### config.mk
export PLATFORM = sky130hd
export DESIGN_NAME = dual_capture_timer
export DESIGN_NICKNAME = d
export VERILOG_FILES = /design/src/rtl/dct_pkg.sv /design/src/rtl/dct_sync_edge.sv /design/src/rtl/dct_prescaler.sv /design/src/rtl/dct_counter.sv /design/src/rtl/dct_capture.sv /design/src/rtl/dual_capture_timer.sv
export SDC_FILE = /design/constraint.sdc
export NUM_CORES = 1
export LEC_CHECK = 0
export ABC_AREA = 0
export CAP_MARGIN = 40
export CELL_PAD_IN_SITES_DETAIL_PLACEMENT = 1
export CELL_PAD_IN_SITES_GLOBAL_PLACEMENT = 2
export CORE_MARGIN = 2
export CORE_UTILIZATION = 30
export DETAILED_ROUTE_END_ITERATION = 16
export DONT_BUFFER_PORTS = 1
export GPL_TIMING_DRIVEN = 0
export HOLD_SLACK_MARGIN = 0.02
export PLACE_DENSITY_LB_ADDON = 0.3
export SYNTH_ARGS = -nofsm -noshare
export SYNTH_HDL_FRONTEND = slang
export SYNTH_HIERARCHICAL = 1
export SYNTH_SLANG_ARGS = --single-unit
### constraint.sdc
create_clock -name clk -period 3.72 [get_ports clk]
set_clock_uncertainty 0.05 [all_clocks]
set_input_delay 0.744 -clock clk [delete_from_list [all_inputs] [get_ports clk]]
set_output_delay 0.744 -clock clk [all_outputs]
set_load 0.005 [all_outputs]
### src/rtl/dct_pkg.sv
package dct_pkg;

  typedef enum logic [1:0] {
    SRC_PIN_A = 2'b00,
    SRC_DIV1  = 2'b01,
    SRC_DIV4  = 2'b10,
    SRC_DIV16 = 2'b11
  } src_e;

  typedef enum logic [1:0] {
    CAP_OFF      = 2'b00,
    CAP_A_B      = 2'b01,
    CAP_A_WIDTH  = 2'b10,
    CAP_FF_WIDTH = 2'b11
  } capm_e;

  // packed MSB first: capm at [4:3], clr_en at [2], src at [1:0]
  typedef struct packed {
    capm_e capm;
    logic  clr_en;
    src_e  src;
  } mode_t;

  localparam int MODE_W    = 5;
  localparam int SWCAP_BIT = 5;

  // synchronized input vector positions
  localparam int IN_A   = 0;
  localparam int IN_B   = 1;
  localparam int IN_FF  = 2;
  localparam int IN_NUM = 3;

endpackage

### src/rtl/dct_sync_edge.sv
module dct_sync_edge #(
  parameter int W      = 3,
  parameter int STAGES = 2
) (
  input  logic         clk,
  input  logic         rst,
  input  logic [W-1:0] din,
  output logic [W-1:0] rise,
  output logic [W-1:0] fall
);

  for (genvar i = 0; i < W; i++) begin : g_bit
    // sh[STAGES-1] is the synchronized level, sh[STAGES] the previous sample
    logic [STAGES:0] sh;

    always_ff @(posedge clk) begin
      if (rst) sh <= '0;
      else     sh <= {sh[STAGES-1:0], din[i]};
    end

    assign rise[i] = sh[STAGES-1] & ~sh[STAGES];
    assign fall[i] = ~sh[STAGES-1] & sh[STAGES];

    // an edge reports a pin level sampled STAGES edges earlier
    a_r13_rise_latency: assert property (@(posedge clk) disable iff (rst)
      rise[i] |-> $past(din[i], STAGES));
    a_r13_fall_latency: assert property (@(posedge clk) disable iff (rst)
      fall[i] |-> !$past(din[i], STAGES));
  end

endmodule

### src/rtl/dct_prescaler.sv
module dct_prescaler #(
  parameter int MID_LOG2 = 2,
  parameter int HI_LOG2  = 4
) (
  input  logic clk,
  input  logic rst,
  output logic tick_mid,
  output logic tick_hi
);

  logic [HI_LOG2-1:0] pre;

  always_ff @(posedge clk) begin
    if (rst) pre <= '0;
    else     pre <= pre + 1'b1;
  end

  assign tick_mid = &pre[MID_LOG2-1:0];
  assign tick_hi  = &pre;

  // divided ticks never come on back-to-back cycles
  a_r2_mid_gap: assert property (@(posedge clk) disable iff (rst)
    tick_mid |=> !tick_mid);
  a_r2_hi_gap: assert property (@(posedge clk) disable iff (rst)
    tick_hi |=> !tick_hi);

endmodule

### src/rtl/dct_counter.sv
module dct_counter #(
  parameter int W = 16
) (
  input  logic         clk,
  input  logic         rst,
  input  logic         tick,
  input  logic         clr_en,
  input  logic [W-1:0] cmp,
  output logic [W-1:0] cnt,
  output logic         match_pulse
);

  logic hit;
  assign hit = tick && (cnt == cmp);

  always_ff @(posedge clk) begin
    if (rst) begin
      cnt         <= '0;
      match_pulse <= 1'b0;
    end else begin
      match_pulse <= hit;
      if (tick) begin
        if (hit && clr_en) cnt <= '0;
        else               cnt <= cnt + 1'b1;
      end
    end
  end

  // clear on match when enabled
  a_r3_clear: assert property (@(posedge clk) disable iff (rst)
    (tick && cnt == cmp && clr_en) |=> cnt == '0);
  // wrap to zero from all ones
  a_r4_wrap: assert property (@(posedge clk) disable iff (rst)
    (tick && (&cnt) && !(cnt == cmp && clr_en)) |=> cnt == '0);
  // a match pulse always follows a counting step
  a_r5_after_tick: assert property (@(posedge clk) disable iff (rst)
    match_pulse |-> $past(tick));
  // the count moves only on a step
  a_r12_hold: assert property (@(posedge clk) disable iff (rst)
    !tick |=> $stable(cnt));

endmodule

### src/rtl/dct_capture.sv
module dct_capture
  import dct_pkg::*;
#(
  parameter int W = 16
) (
  input  logic         clk,
  input  logic         rst,
  input  capm_e        capm,
  input  logic         sw_cap,
  input  logic         rise_a,
  input  logic         fall_a,
  input  logic         rise_b,
  input  logic         rise_f,
  input  logic         fall_f,
  input  logic [W-1:0] cnt,
  output logic [W-1:0] cap0,
  output logic [W-1:0] cap1,
  output logic         ext_irq
);

  logic hw0, hw1, irq_ev;

  always_comb begin
    hw0    = 1'b0;
    hw1    = 1'b0;
    irq_ev = rise_a;
    unique case (capm)
      CAP_OFF: begin
        hw0 = 1'b0;
        hw1 = 1'b0;
      end
      CAP_A_B: begin
        hw0 = rise_a;
        hw1 = rise_b;
      end
      CAP_A_WIDTH: begin
        hw0    = rise_a;
        hw1    = fall_a;
        irq_ev = fall_a;
      end
      CAP_FF_WIDTH: begin
        hw0 = rise_f;
        hw1 = fall_f;
      end
      default: begin
        hw0 = 1'b0;
        hw1 = 1'b0;
      end
    endcase
  end

  always_ff @(posedge clk) begin
    if (rst) begin
      cap0    <= '0;
      cap1    <= '0;
      ext_irq <= 1'b0;
    end else begin
      if (sw_cap || hw0) cap0 <= cnt;
      if (hw1)           cap1 <= cnt;
      ext_irq <= irq_ev;
    end
  end

  // disabled mode leaves both captures alone
  a_r6_off: assert property (@(posedge clk) disable iff (rst)
    (capm == CAP_OFF && !sw_cap) |=> ($stable(cap0) && $stable(cap1)));
  // width mode loads cap1 on the falling edge of A
  a_r8_fall_load: assert property (@(posedge clk) disable iff (rst)
    (capm == CAP_A_WIDTH && fall_a) |=> cap1 == $past(cnt));
  // flip-flop mode loads cap0 on its rising edge
  a_r9_ff_rise: assert property (@(posedge clk) disable iff (rst)
    (capm == CAP_FF_WIDTH && rise_f) |=> cap0 == $past(cnt));
  // software capture takes the counter value
  a_r10_sw: assert property (@(posedge clk) disable iff (rst)
    sw_cap |=> cap0 == $past(cnt));
  // interrupt edge follows the capture mode
  a_r11_irq_edge: assert property (@(posedge clk) disable iff (rst)
    ext_irq |-> $past((capm == CAP_A_WIDTH) ? fall_a : rise_a));

endmodule

### src/rtl/dual_capture_timer.sv
module dual_capture_timer
  import dct_pkg::*;
#(
  parameter int CNT_W        = 16,
  parameter int DIV_MID_LOG2 = 2,
  parameter int DIV_HI_LOG2  = 4,
  parameter int SYNC_STAGES  = 2
) (
  input  logic             clk,
  input  logic             rst,
  input  logic             wr_en,
  input  logic             wr_sel,
  input  logic [CNT_W-1:0] wr_data,
  input  logic             pin_a,
  input  logic             pin_b,
  input  logic             tff_in,
  output logic [CNT_W-1:0] cap0,
  output logic [CNT_W-1:0] cap1,
  output logic             ext_irq,
  output logic             match_pulse
);

  mode_t            mode_q;
  logic [CNT_W-1:0] cmp_q;
  logic             sw_cap;
  logic             tick;
  logic             tick_mid, tick_hi;
  logic [IN_NUM-1:0] pins, rise, fall;
  logic [CNT_W-1:0] cnt;

  // register write port
  always_ff @(posedge clk) begin
    if (rst) begin
      mode_q <= '0;
      cmp_q  <= '0;
    end else if (wr_en) begin
      if (wr_sel) cmp_q  <= wr_data;
      else        mode_q <= mode_t'(wr_data[MODE_W-1:0]);
    end
  end

  assign sw_cap = wr_en && !wr_sel && !wr_data[SWCAP_BIT];

  assign pins[IN_A]  = pin_a;
  assign pins[IN_B]  = pin_b;
  assign pins[IN_FF] = tff_in;

  dct_sync_edge #(.W(IN_NUM), .STAGES(SYNC_STAGES)) u_sync (
    .clk (clk),
    .rst (rst),
    .din (pins),
    .rise(rise),
    .fall(fall)
  );

  dct_prescaler #(.MID_LOG2(DIV_MID_LOG2), .HI_LOG2(DIV_HI_LOG2)) u_pre (
    .clk     (clk),
    .rst     (rst),
    .tick_mid(tick_mid),
    .tick_hi (tick_hi)
  );

  always_comb begin
    unique case (mode_q.src)
      SRC_PIN_A: tick = rise[IN_A];
      SRC_DIV1:  tick = 1'b1;
      SRC_DIV4:  tick = tick_mid;
      SRC_DIV16: tick = tick_hi;
      default:   tick = 1'b0;
    endcase
  end

  dct_counter #(.W(CNT_W)) u_cnt (
    .clk        (clk),
    .rst        (rst),
    .tick       (tick),
    .clr_en     (mode_q.clr_en),
    .cmp        (cmp_q),
    .cnt        (cnt),
    .match_pulse(match_pulse)
  );

  dct_capture #(.W(CNT_W)) u_cap (
    .clk    (clk),
    .rst    (rst),
    .capm   (mode_q.capm),
    .sw_cap (sw_cap),
    .rise_a (rise[IN_A]),
    .fall_a (fall[IN_A]),
    .rise_b (rise[IN_B]),
    .rise_f (rise[IN_FF]),
    .fall_f (fall[IN_FF]),
    .cnt    (cnt),
    .cap0   (cap0),
    .cap1   (cap1),
    .ext_irq(ext_irq)
  );

  // mode fields are cleared by reset
  a_r1_reset_mode: assert property (@(posedge clk)
    $past(rst) |-> (mode_q == '0 && cap0 == '0 && !ext_irq && !match_pulse));
  // a mode write with the capture bit set leaves cap0 alone when hardware capture is off
  a_r10_write_one: assert property (@(posedge clk) disable iff (rst)
    (wr_en && !wr_sel && wr_data[SWCAP_BIT] && mode_q.capm == CAP_OFF) |=> $stable(cap0));

endmodule

Yosys cells after proc, flatten, opt, wreduce, memory -nomap -nowiden
Cells that the tools add are included.
{"block": "classes", "n_addsub": 2, "n_eq_ne": 7, "mux": 5, "bitwise_logic": 11, "n_reduce_logical": 14}
{"op": "$add A16 B1 Y16 const B", "n": 1}
{"op": "$eq A16 B16 Y1", "n": 1}
{"op": "$mux W16", "n": 1}
{"op": "$eq A2 B2 Y1 const B", "n": 4}
{"op": "$pmux W1 S4", "n": 2}
{"op": "$not A1 Y1", "n": 6}
{"op": "$reduce_and A2 Y1", "n": 3}
{"op": "$and A1 B1 Y1", "n": 5}
{"op": "$add A4 B1 Y4 const B", "n": 1}
{"op": "$eq A2 B1 Y1 const B", "n": 2}
{"op": "$logic_and A1 B1 Y1", "n": 4}
{"op": "$logic_not A2 Y1", "n": 2}
{"op": "$reduce_and A4 Y1", "n": 1}
{"op": "$pmux W1 S3", "n": 1}
{"op": "$logic_not A1 Y1", "n": 2}
{"op": "$reduce_or A2 Y1", "n": 1}
{"op": "$logic_or A1 B1 Y1", "n": 1}
{"op": "$mux W1", "n": 1}
{"block": "word_totals", "reg_bits": 84, "inputBits": 23}

Longest topological paths before layout
Gate-level depths: netlist (run 1).
{"block": "logic_depth", "ltp_word": 6, "depth_mapped": 10}

Hierarchy
The synthesis (run 1) kept the hierarchy.
{"mod": "dct_capture", "n_inst": 1, "cells_each": 212, "area_per_inst_um2": 1813.0}
{"mod": "dct_counter", "n_inst": 1, "cells_each": 116, "area_per_inst_um2": 979.7}
{"mod": "dual_capture_timer", "n_inst": 1, "cells_each": 92, "area_per_inst_um2": 785.8}
{"mod": "dct_sync_edge", "n_inst": 1, "cells_each": 24, "area_per_inst_um2": 274.0}
{"mod": "dct_prescaler", "n_inst": 1, "cells_each": 14, "area_per_inst_um2": 152.6}

Least setup slack after synthesis (run 1)
No wires, ideal clock.
{"block": "synth_timing", "kind": "reg2reg", "from": "register u_pre.pre[0]", "to": "register u_cnt.cnt[10]", "arrival_time_ns": 1.825, "required_time_ns": 3.538, "setup_slack_ns": 1.713, "stages_incl_launch_ff": 11, "path_buffers": 1, "path_cell_list": "dfxtp_1 -> ha_1 -> and3_2 -> mux2i_1 -> a21oi_1 -> buf_2 -> nand4_1 -> nor3_1 -> nand3_1 -> xnor2_1 -> nor3_1"}
{"block": "synth_between", "elab_chain_len": 5, "elab_cells_between_ends": 6, "classes_between": "mux (2); reduce/logical (4)"}
{"item": "start: declaration", "line_no": "dct_prescaler.sv:11", "source": "logic [HI_LOG2-1:0] pre;"}
{"item": "start signal: assignment", "line_no": "dct_prescaler.sv:15", "source": "else pre <= pre + 1'b1;"}
{"item": "$reduce_and A2 Y1 (*)", "line_no": "dct_prescaler.sv:18", "source": "assign tick_mid = &pre[MID_LOG2-1:0];"}
{"item": "net tick_mid", "line_no": "dual_capture_timer.sv:27", "source": "logic tick_mid, tick_hi;"}
{"item": "$pmux W1 S4 (*)", "line_no": "dual_capture_timer.sv:64", "source": "unique case (mode_q.src)"}
{"item": "net tick", "line_no": "dual_capture_timer.sv:26", "source": "logic tick;"}
{"item": "$logic_and A1 B1 Y1", "line_no": "dct_counter.sv:14", "source": "assign hit = tick && (cnt == cmp);"}
{"item": "$logic_and A1 B1 Y1", "line_no": "dct_counter.sv:23", "source": "if (hit && clr_en) cnt <= '0;"}
{"item": "$mux W16", "line_no": "dct_counter.sv:23"}
{"item": "end signal: assignment", "line_no": "dct_counter.sv:24", "source": "else cnt <= cnt + 1'b1;"}
{"item": "end: declaration", "line_no": "dct_counter.sv:9", "source": "output logic [W-1:0] cnt,"}
Mark *: on every way through the listed nets, which the timed path passes. The rest lies on a longest branch.
A chain may end at the register's enable or synchronous reset.

Worst setup path in the final report (run 1)
Ends and elaborated chain as after synthesis.

==> impl_metrics.env, run 1 <==
export IMPL_post_cts_setup_buffers=0
export IMPL_clock_latency_ns=0.35
export IMPL_crit_arrival_ns=2.63
export IMPL_final_setup_viol_count=0
export IMPL_crit_path_start="u_pre/pre[0]"
export IMPL_required_ns=3.89
export IMPL_cts_htree_levels=3
export IMPL_cts_bufs_inserted=9
export IMPL_clk_pin_slew_ns=0.07
export IMPL_areal_power_density_over_the_cells_nw_per_um2=446
export IMPL_grt_pass1_wl_um=18700
export IMPL_cts_root_buf="clkbuf_16"
export IMPL_drt_wl_total_um=11700
export IMPL_cts_sinks=84
export IMPL_design_portCount=57
export IMPL_core_area_um2=13100
export IMPL_antenna_found_initial=0
export IMPL_vias_per_cell=5.08
export IMPL_die_height_um=119
export IMPL_final_setup_tns_ns=0
export IMPL_hold_path_class="flip-flop to flip-flop"
export IMPL_cts_max_path_bufs=2
export IMPL_worst_setup_path_end_kind="flip-flop"
export IMPL_fillers=1561
export IMPL_gr_usage_all_layers=0.170
export IMPL_hold_viol_final=0
export IMPL_dp_hpwl_um=8370
export IMPL_status="complete, no violations"
export IMPL_postCtsResizedCells=0
export IMPL_detail_route_drc_violations=0
export IMPL_antenna_cells_inserted=0
export IMPL_syn_cell_area_um2=4000
export IMPL_finalWeightedCongestion=0.779
export IMPL_timing_max_transition_violations_final=0
export IMPL_reg2reg_setup_slack_ns=1.26
export IMPL_number_of_cells_on_the_worst_reg_to_reg_path=10
export IMPL_critical_path_startpoint_type="flip-flop"
export IMPL_first_global_vias=3366
export IMPL_critical_path_max_fanout=10
export IMPL_dr_total_vias=3297
export IMPL_max_cap_viol_count=0
export IMPL_endpoint="u_cnt/cnt[10]"
export IMPL_critPathMaxStageDelay_ns=0.38
export IMPL_buffer_ports_inserted=0
export IMPL_power_ir_vdd_worst_uv=241
export IMPL_power_mw=2.02
export IMPL_number_of_detailed_route_iterations_in_the_first_pass=4
export IMPL_slew_headroom=0.612
export IMPL_antenna_left=0
export IMPL_routed_wire_length_per_instance_um=18.1
export IMPL_dieArea_um2=14300
export IMPL_worst_pin_slew_ns=0.582
export IMPL_globalRoute_totalOverflow=0
export IMPL_numPlacedInstances=633
export IMPL_post_synth_net_total=486
export IMPL_crit_path_class="flip-flop to flip-flop"
export IMPL_final_layout_size_suffix_gt1_frac=0.123
export IMPL_crit_reg2reg_launch="u_pre/pre[0]"
export IMPL_p_leak_nw=1.59
export IMPL_fmax_mhz=407
export IMPL_initial_util=0.304
export IMPL_finalNonFillerCells=649
export IMPL_row_count=42
export IMPL_rsz0062_at_grt="false"
export IMPL_syn_area_per_cell_um2=8.75
export IMPL_area_growth_syn_to_layout_pct=13.3
export IMPL_detail_route_iter0_violations=154
export IMPL_crit_chain="ha_1 -> and3_2 -> mux2i_1 -> a21oi_1 -> buf_2 -> nand4_1 -> nor3_1 -> nand3_1 -> xnor2_1 -> nor3_1"
export IMPL_final_min_period_over_clock_period=0.661
export IMPL_critPathMostFrequentCell="nor3_1"
export IMPL_die_w_um=119
export IMPL_fin_nets=497
export IMPL_cts_tree="built"
export IMPL_grt_start_max_net_pins=22
export IMPL_synthesis_yosys_warnings=6
export IMPL_critical_path_reg2reg_endpoint="u_cnt/cnt[10]"
export IMPL_min_period_ns=2.46
export IMPL_synthesis_instances=457
export IMPL_cpMaxStageDelayCell="nor3_1"
export IMPL_cts_hold_fix_buffers=0
[report_power, final]
part | switching (mW) | leakage [nW] | internal, mW | total, mW
logic | 0.0856 | 0.765 | 0.0482 | 0.134
clock network | 0.398 | 0.145 | 0.543 | 0.941
registers | 0.0219 | 0.682 | 0.921 | 0.943
[registers in the layout (all words and copies together), names as in the netlist]
name               flops
u_cap/ext_irq          1
u_cap/cap1            16
u_cnt/cnt             16
u_cnt/match_pulse      1
cmp_q                 16
u_sync/g_bit.sh        9
mode_q                 5
u_pre/pre              4
u_cap/cap0            16
[per-layer routing]
layer  track usage  part of all wire  vias to the layer above
met5             0                 0                        -
met4        0.0765             0.022                        0
met3        0.0350             0.037                       17
met2         0.269              0.46                       55
met1         0.224              0.48                     1583
li1              -                 -                     1642
[worst max-delay path: cells and delay by family, from the launching register on]
kind / cells / cell delay (ns)
XOR/XNOR: 1 / 0.17
AO/OA/AOI/OAI: 1 / 0.24
AND/OR/NAND/NOR: 5 / 0.96
flip-flops: 1 / 0.36
multiplexers: 1 / 0.06
buffers and inverters: 1 / 0.27
adder cells (fa/ha/maj): 1 / 0.22
[layout by cell type, fill, tap and decap left out, types with 4 or more instances in the layout]
cell type  instances
or4b_1            13
buf_2              9
a21oi_1           30
nor2b_1           18
nor2_1            16
mux2i_1            7
dfxtp_1           84
clkbuf_1          20
nor3_1            16
nand2_1           59
inv_1              6
nor4_1             5
nand4_1            7
nand3_1           23
xnor2_1           21
nor3b_1           17
a21oi_2            4
clkbuf_16          9
a31oi_1           16
and3b_1           16
or3b_2            16
ha_1               6
xor2_1             7
o21ai_1           16
[area by class of cell]
| cell class | count | area, um^2 | share of cell area |
|---|---|---|---|
| plain buffers | 36 | 181 | 0.0401 |
| clock buffers | 10 | 239 | 0.0528 |
| inverters | 7 | 26.3 | 0.00580 |
| well taps | 176 | 220 | 0.0486 |
| flip-flops and latches | 84 | 1680 | 0.371 |
| clock inverters | 6 | 71.3 | 0.0157 |
| multi-input cells | 330 | 2110 | 0.466 |
[through the flow]
step / instance area [um^2] / utilization / hold slack [ns] / setup WS [ns]
2_1_floorplan: 4000 / - / 0.364 / 1.71
3_3_place_gp: 4220 / 0.321 / 0.371 / 1.26
3_5_place_dp: 4220 / 0.321 / 0.378 / 1.22
4_1_cts: 4530 / 0.345 / 0.389 / 1.20
5_1_grt: 4530 / 0.345 / 0.394 / 1.02
6_report: 4530 / 0.345 / 0.382 / 1.26
[worst min path at each step]
stage / endpoint / depth (start not counted) / start / slack [ns]
final: u_sync/g_bit[0].sh[1] / 1 / u_sync/g_bit[0].sh[0] / 0.38
after global routing: cmp_q[6] / 1 / rst / 0.39
after CTS: u_sync/g_bit[0].sh[1] / 1 / u_sync/g_bit[0].sh[0] / 0.39
after detailed placement: u_sync/g_bit[2].sh[1] / 1 / u_sync/g_bit[2].sh[0] / 0.38
after global placement: u_sync/g_bit[0].sh[1] / 1 / u_sync/g_bit[0].sh[0] / 0.37
after floorplan: u_sync/g_bit[0].sh[1] / 1 / u_sync/g_bit[0].sh[0] / 0.36
Note: power is estimated with default switching activity, not from simulation.
==> run 2, diff against run 1 <==
==> constraint.sdc (replaced) <==
create_clock -name clk -period 2.5 [get_ports clk]
set_clock_uncertainty 0.05 [all_clocks]
set_input_delay 0.5 -clock clk [delete_from_list [all_inputs] [get_ports clk]]
set_output_delay 0.5 -clock clk [all_outputs]
set_load 0.005 [all_outputs]
==> impl_metrics.env, run 2 (synthesized netlist as in run 1, its figures left out) <==
export IMPL_design_portCount=57
export IMPL_drt_wl_total_um=11700
export IMPL_cts_sinks=84
export IMPL_detail_route_iter0_violations=194
export IMPL_fmax_mhz=433
export IMPL_clk_pin_slew_ns=0.07
export IMPL_buffer_ports_inserted=0
export IMPL_cts_htree_levels=3
export IMPL_number_of_detailed_route_iterations_in_the_first_pass=4
export IMPL_crit_arrival_ns=2.48
export IMPL_max_cap_viol_count=0
export IMPL_grt_most_used_layer="met2"
export IMPL_dp_hpwl_um=8370
export IMPL_p_leak_nw=1.59
export IMPL_status="complete, no violations"
export IMPL_most_frequent_cells_in_the_layout="dfxtp_1 (84), nand2_1 (59), a21oi_1 (29)"
export IMPL_power_ir_vdd_worst_uv=359
export IMPL_required_ns=2.67
export IMPL_hold_path_startpoint="rst"
export IMPL_crit_reg2reg_launch="u_pre/pre[0]"
export IMPL_antenna_found_initial=0
export IMPL_worst_pin_slew_ns=0.583
export IMPL_critical_path_reg2reg_endpoint="u_cnt/cnt[10]"
export IMPL_core_area_um2=13100
export IMPL_final_setup_viol_count=0
export IMPL_slew_headroom=0.612
export IMPL_cts_bufs_inserted=9
export IMPL_antenna_left=0
export IMPL_final_min_period_over_clock_period=0.924
export IMPL_routed_wire_length_per_instance_um=18.1
export IMPL_rsz0062_at_grt="false"
export IMPL_final_layout_size_suffix_gt1_frac=0.127
export IMPL_grt_start_max_net_pins=22
export IMPL_cts_root_buf="clkbuf_16"
export IMPL_number_of_cells_on_the_worst_reg_to_reg_path=10
export IMPL_share_clk_of_total_power=0.467
export IMPL_timing_max_transition_violations_final=0
export IMPL_cts_max_path_bufs=2
export IMPL_areal_power_density_over_the_cells_nw_per_um2=662
export IMPL_fin_nets=497
export IMPL_grt_pass1_wl_um=18700
export IMPL_power_switching_uw=756
export IMPL_fillers=1560
export IMPL_most_common_library_cell_in_the_layout_ignoring_fill_and_taps="dfxtp_1"
export IMPL_first_global_vias=3366
export IMPL_p_int_mw=2.25
export IMPL_whs_path_depth=1
export IMPL_hold_path_class="input port to flip-flop"
export IMPL_worst_setup_path_end_kind="flip-flop"
export IMPL_globalRoute_totalOverflow=0
export IMPL_final_setup_tns_ns=0
export IMPL_reg2reg_setup_slack_ns=0.19
export IMPL_groute_layer_met3_usage=0.0350
export IMPL_area_growth_syn_to_layout_pct=13.5
export IMPL_switching_share=0.251
export IMPL_gr_usage_all_layers=0.171
export IMPL_die_height_um=119
export IMPL_gr_usage_met1=0.224
export IMPL_row_count=42
export IMPL_finish_utilization=0.346
export IMPL_min_period_ns=2.31
export IMPL_critical_path_startpoint_type="flip-flop"
export IMPL_clock_latency_ns=0.35
export IMPL_crit_path_class="flip-flop to flip-flop"
export IMPL_initial_util=0.304
export IMPL_finalWeightedCongestion=0.779
export IMPL_hold_viol_final=0
export IMPL_dieArea_um2=14300
export IMPL_antenna_cells_inserted=0
export IMPL_min_to="u_pre/pre[0]"
export IMPL_cts_tree="built"
export IMPL_dr_total_vias=3282
export IMPL_vias_per_cell=5.06
export IMPL_share_seq_of_total_power=0.466
export IMPL_detail_route_drc_violations=0
export IMPL_gr_usage_met2=0.269
export IMPL_critical_path_max_fanout=10
export IMPL_die_w_um=119
export IMPL_share_comb_of_total_power=0.067
==> run 2: changes by cell type in the layout (fill, tap and decap cells not counted), sizes merged <==
cell,before,now
buf,15,14
clkbuf,31,32
==> run 2: worst max-delay path by stage <==
stage	from	end	slack (ns)	cells past startpoint
2_1_floorplan	u_pre/pre[0]	u_cnt/cnt[10]	0.49	10
3_3_place_gp	u_pre/pre[0]	u_cnt/cnt[10]	0.04	10
3_5_place_dp	u_pre/pre[0]	u_cnt/cnt[10]	-0.0004	10
4_1_cts	u_pre/pre[0]	u_cnt/cnt[10]	0.07	10
5_1_grt	u_pre/pre[0]	u_cnt/cnt[10]	0.02	10
6_report	u_pre/pre[0]	u_cnt/cnt[10]	0.19	10
==> run 2: power by group through the flow <==
stage / Clock (mW) / Combinational [mW] / Sequential (mW)
after floorplan: 0 / 0.151 / 1.42
after global placement: 0 / 0.196 / 1.43
after detailed placement: 0 / 0.200 / 1.43
after CTS: 1.43 / 0.201 / 1.40
after global routing: 1.49 / 0.226 / 1.41
final: 1.40 / 0.201 / 1.40
==> run 2: area by class of cell <==
type / count / area (um^2) / share of cell area
multi-input combinational: 330 / 2120 / 0.467
clock buffer: 10 / 239 / 0.0526
tap: 176 / 220 / 0.0485
inverter: 7 / 26.3 / 0.00579
sequential: 84 / 1680 / 0.370
clock inverter: 6 / 71.3 / 0.0157
buffer: 36 / 184 / 0.0405
==> run 2: layer usage <==
layer | share of wire | wire [um]
met1 | 0.48 | 5630
met3 | 0.034 | 399
met2 | 0.46 | 5440
met5 | 0 | 0
met4 | 0.022 | 263
==> run 2: worst max-delay path, cell delays in order (launching register included) <==
cell	delay [ns]
dfxtp_1	0.36
ha_1	0.22
and3_2	0.18
mux2i_1	0.08
a21oi_2	0.20
clkbuf_4	0.24
nand4_1	0.19
nor3_2	0.30
nand3_1	0.14
xnor2_1	0.17
nor3_1	0.06
==> run 2: through the flow <==
step                hold slack [ns]  power, mW  worst slack [ns]  cell area, um^2  std cells
floorplan                     0.364       1.57             0.493             4000        457
global placement              0.371       1.63            0.0365             4220        633
detailed placement            0.378       1.64         -0.000429             4220        633
CTS                           0.150       3.04            0.0700             4530        649
global route                  0.150       3.12            0.0207             4540        649
finish                        0.159       3.01             0.191             4540        649
==> run 2: repair_timing <==
item / in CTS / in global routing
setup endpoints to repair: 1 / 5
setup buffers: 0 / 0
hold buffers: 0 / 0
cloned: 0 / 0
pin swaps: 0 / 0
gates resized for setup: 1 / 2
==> run 3, diff against run 2 <==
--- a/config.mk
+++ b/config.mk
@@ -15,7 +15,7 @@
 export DONT_BUFFER_PORTS = 1
 export GPL_TIMING_DRIVEN = 0
 export HOLD_SLACK_MARGIN = 0.02
-export PLACE_DENSITY_LB_ADDON = 0.3
+export PLACE_DENSITY_LB_ADDON = 0.1
 export SYNTH_ARGS = -nofsm -noshare
 export SYNTH_HDL_FRONTEND = slang
 export SYNTH_HIERARCHICAL = 1
==> impl_metrics.env, run 3 (synthesized netlist as in run 1, its figures left out) <==
export IMPL_most_common_library_cell_in_the_layout_ignoring_fill_and_taps="dfxtp_1"
export IMPL_area_growth_syn_to_layout_pct=13.5
export IMPL_vias_per_cell=5.07
export IMPL_routed_wire_length_per_instance_um=18.7
export IMPL_cts_sinks=84
export IMPL_clock_latency_ns=0.35
export IMPL_cts_max_path_bufs=2
export IMPL_hold_path_startpoint="rst"
export IMPL_crit_arrival_ns=2.47
export IMPL_max_cap_viol_count=0
export IMPL_row_count=42
export IMPL_globalRoute_totalOverflow=0
export IMPL_slew_headroom=0.560
export IMPL_cts_tree="built"
export IMPL_cts_root_buf="clkbuf_16"
export IMPL_dp_hpwl_um=8590
export IMPL_reg2reg_setup_slack_ns=0.19
export IMPL_whs_path_depth=1
export IMPL_cts_bufs_inserted=9
export IMPL_dr_total_vias=3288
export IMPL_hold_viol_final=0
export IMPL_multi_input_gate_area_in_the_final_layout_um2=2140
export IMPL_most_frequent_cells_in_the_layout="dfxtp_1 (84), nand2_1 (59), a21oi_1 (29)"
export IMPL_power_ir_vdd_worst_uv=251
export IMPL_min_period_ns=2.31
export IMPL_die_w_um=119
export IMPL_die_height_um=119
export IMPL_fmax_mhz=433
export IMPL_timing_max_transition_violations_final=0
export IMPL_rsz0062_at_grt="false"
export IMPL_critical_path_reg2reg_endpoint="u_cnt/cnt[13]"
export IMPL_critical_path_startpoint_type="flip-flop"
export IMPL_cts_htree_levels=3
export IMPL_min_to="u_pre/pre[0]"
export IMPL_fin_nets=497
export IMPL_initial_util=0.304
export IMPL_number_of_cells_on_the_worst_reg_to_reg_path=10
export IMPL_sequential_cell_area_um2=1680
export IMPL_areal_power_density_over_the_cells_nw_per_um2=643
export IMPL_critical_path_max_fanout=10
export IMPL_final_setup_viol_count=0
export IMPL_grt_start_max_net_pins=22
export IMPL_postPlaceCellArea_um2=4220
export IMPL_worst_pin_slew_ns=0.660
export IMPL_grt_pass1_wl_um=19100
export IMPL_final_layout_size_suffix_gt1_frac=0.129
export IMPL_number_of_detailed_route_iterations_in_the_first_pass=4
export IMPL_p_leak_nw=1.60
export IMPL_crit_path_class="flip-flop to flip-flop"
export IMPL_design_portCount=57
export IMPL_required_ns=2.67
export IMPL_gr_usage_all_layers=0.176
export IMPL_crit_reg2reg_launch="u_pre/pre[0]"
export IMPL_final_cell_area_um2=4540
export IMPL_status="complete, no violations"
export IMPL_post_cts_setup_buffers=0
export IMPL_clk_pin_slew_ns=0.06
export IMPL_hold_path_class="input port to flip-flop"
export IMPL_buffer_ports_inserted=0
export IMPL_worst_setup_path_end_kind="flip-flop"
export IMPL_crit_path_start="u_pre/pre[0]"
export IMPL_fillers=1532
export IMPL_detail_route_drc_violations=0
export IMPL_detail_route_iter0_violations=163
export IMPL_antenna_left=0
export IMPL_final_setup_tns_ns=0
export IMPL_core_area_um2=13100
export IMPL_finalWeightedCongestion=0.767
export IMPL_first_global_vias=3299
export IMPL_antenna_found_initial=0
export IMPL_drt_wl_total_um=12100
export IMPL_final_min_period_over_clock_period=0.923
export IMPL_worst_hold_slack_ns=0.161
export IMPL_antenna_cells_inserted=0
export IMPL_dieArea_um2=14300
==> run 3: what timing repair did <==
action,in CTS,in global routing
endpoints found under the setup margin,0,5
hold buffers,0,0
resized for setup,0,6
==> run 3: metrics by stage <==
step           cells  utilization  setup WS [ns]  total power [mW]
2_1_floorplan    457            -          0.493              1.57
3_3_place_gp     633        0.321        0.00910              1.63
3_5_place_dp     633        0.321         0.0196              1.64
4_1_cts          649        0.343         0.0120              2.96
5_1_grt          649        0.346         0.0588              3.05
6_report         649        0.346          0.193              2.92
==> run 3: layout make-up <==
class | count | area share
plain buffers | 36 | 0.0405
clock buffers | 13 | 0.0595
clock inverters | 3 | 0.00441
inverters | 7 | 0.00579
multi-input cells | 330 | 0.471
flip-flops and latches | 84 | 0.370
well taps | 176 | 0.0485
==> run 3: power by group <==
group | internal [mW] | total [mW] | switching, mW
clock network | 0.754 | 1.31 | 0.559
registers | 1.37 | 1.40 | 0.0327
logic | 0.0730 | 0.202 | 0.130
==> run 3: layer usage <==
layer  GRT usage  share of wire  up-vias
li1            -              -     1637
met1       0.226           0.47     1580
met2       0.280           0.47       58
met3      0.0431          0.046       13
met4      0.0750          0.018        0
met5           0              0        -
==> run 3: worst max-delay path, stage by stage (launching register included) <==
cell and delay, ns:
dfxtp_1 0.35, ha_1 0.21, and3_2 0.18, mux2i_1 0.08, a21oi_2 0.21, clkbuf_4 0.24
nand4_1 0.23, nor2_1 0.20, nand3_1 0.13, xnor2_1 0.16, nor3b_1 0.14
==> run 3: worst max path at each step <==
stage               endpoint  slack (ns)  cells past startpoint
2_1_floorplan  u_cnt/cnt[10]        0.49                     10
5_1_grt        u_cnt/cnt[13]        0.06                     10
4_1_cts        u_cnt/cnt[10]        0.01                     10
6_report       u_cnt/cnt[13]        0.19                     10
3_3_place_gp   u_cnt/cnt[10]       0.009                     10
3_5_place_dp   u_cnt/cnt[10]        0.02                     10
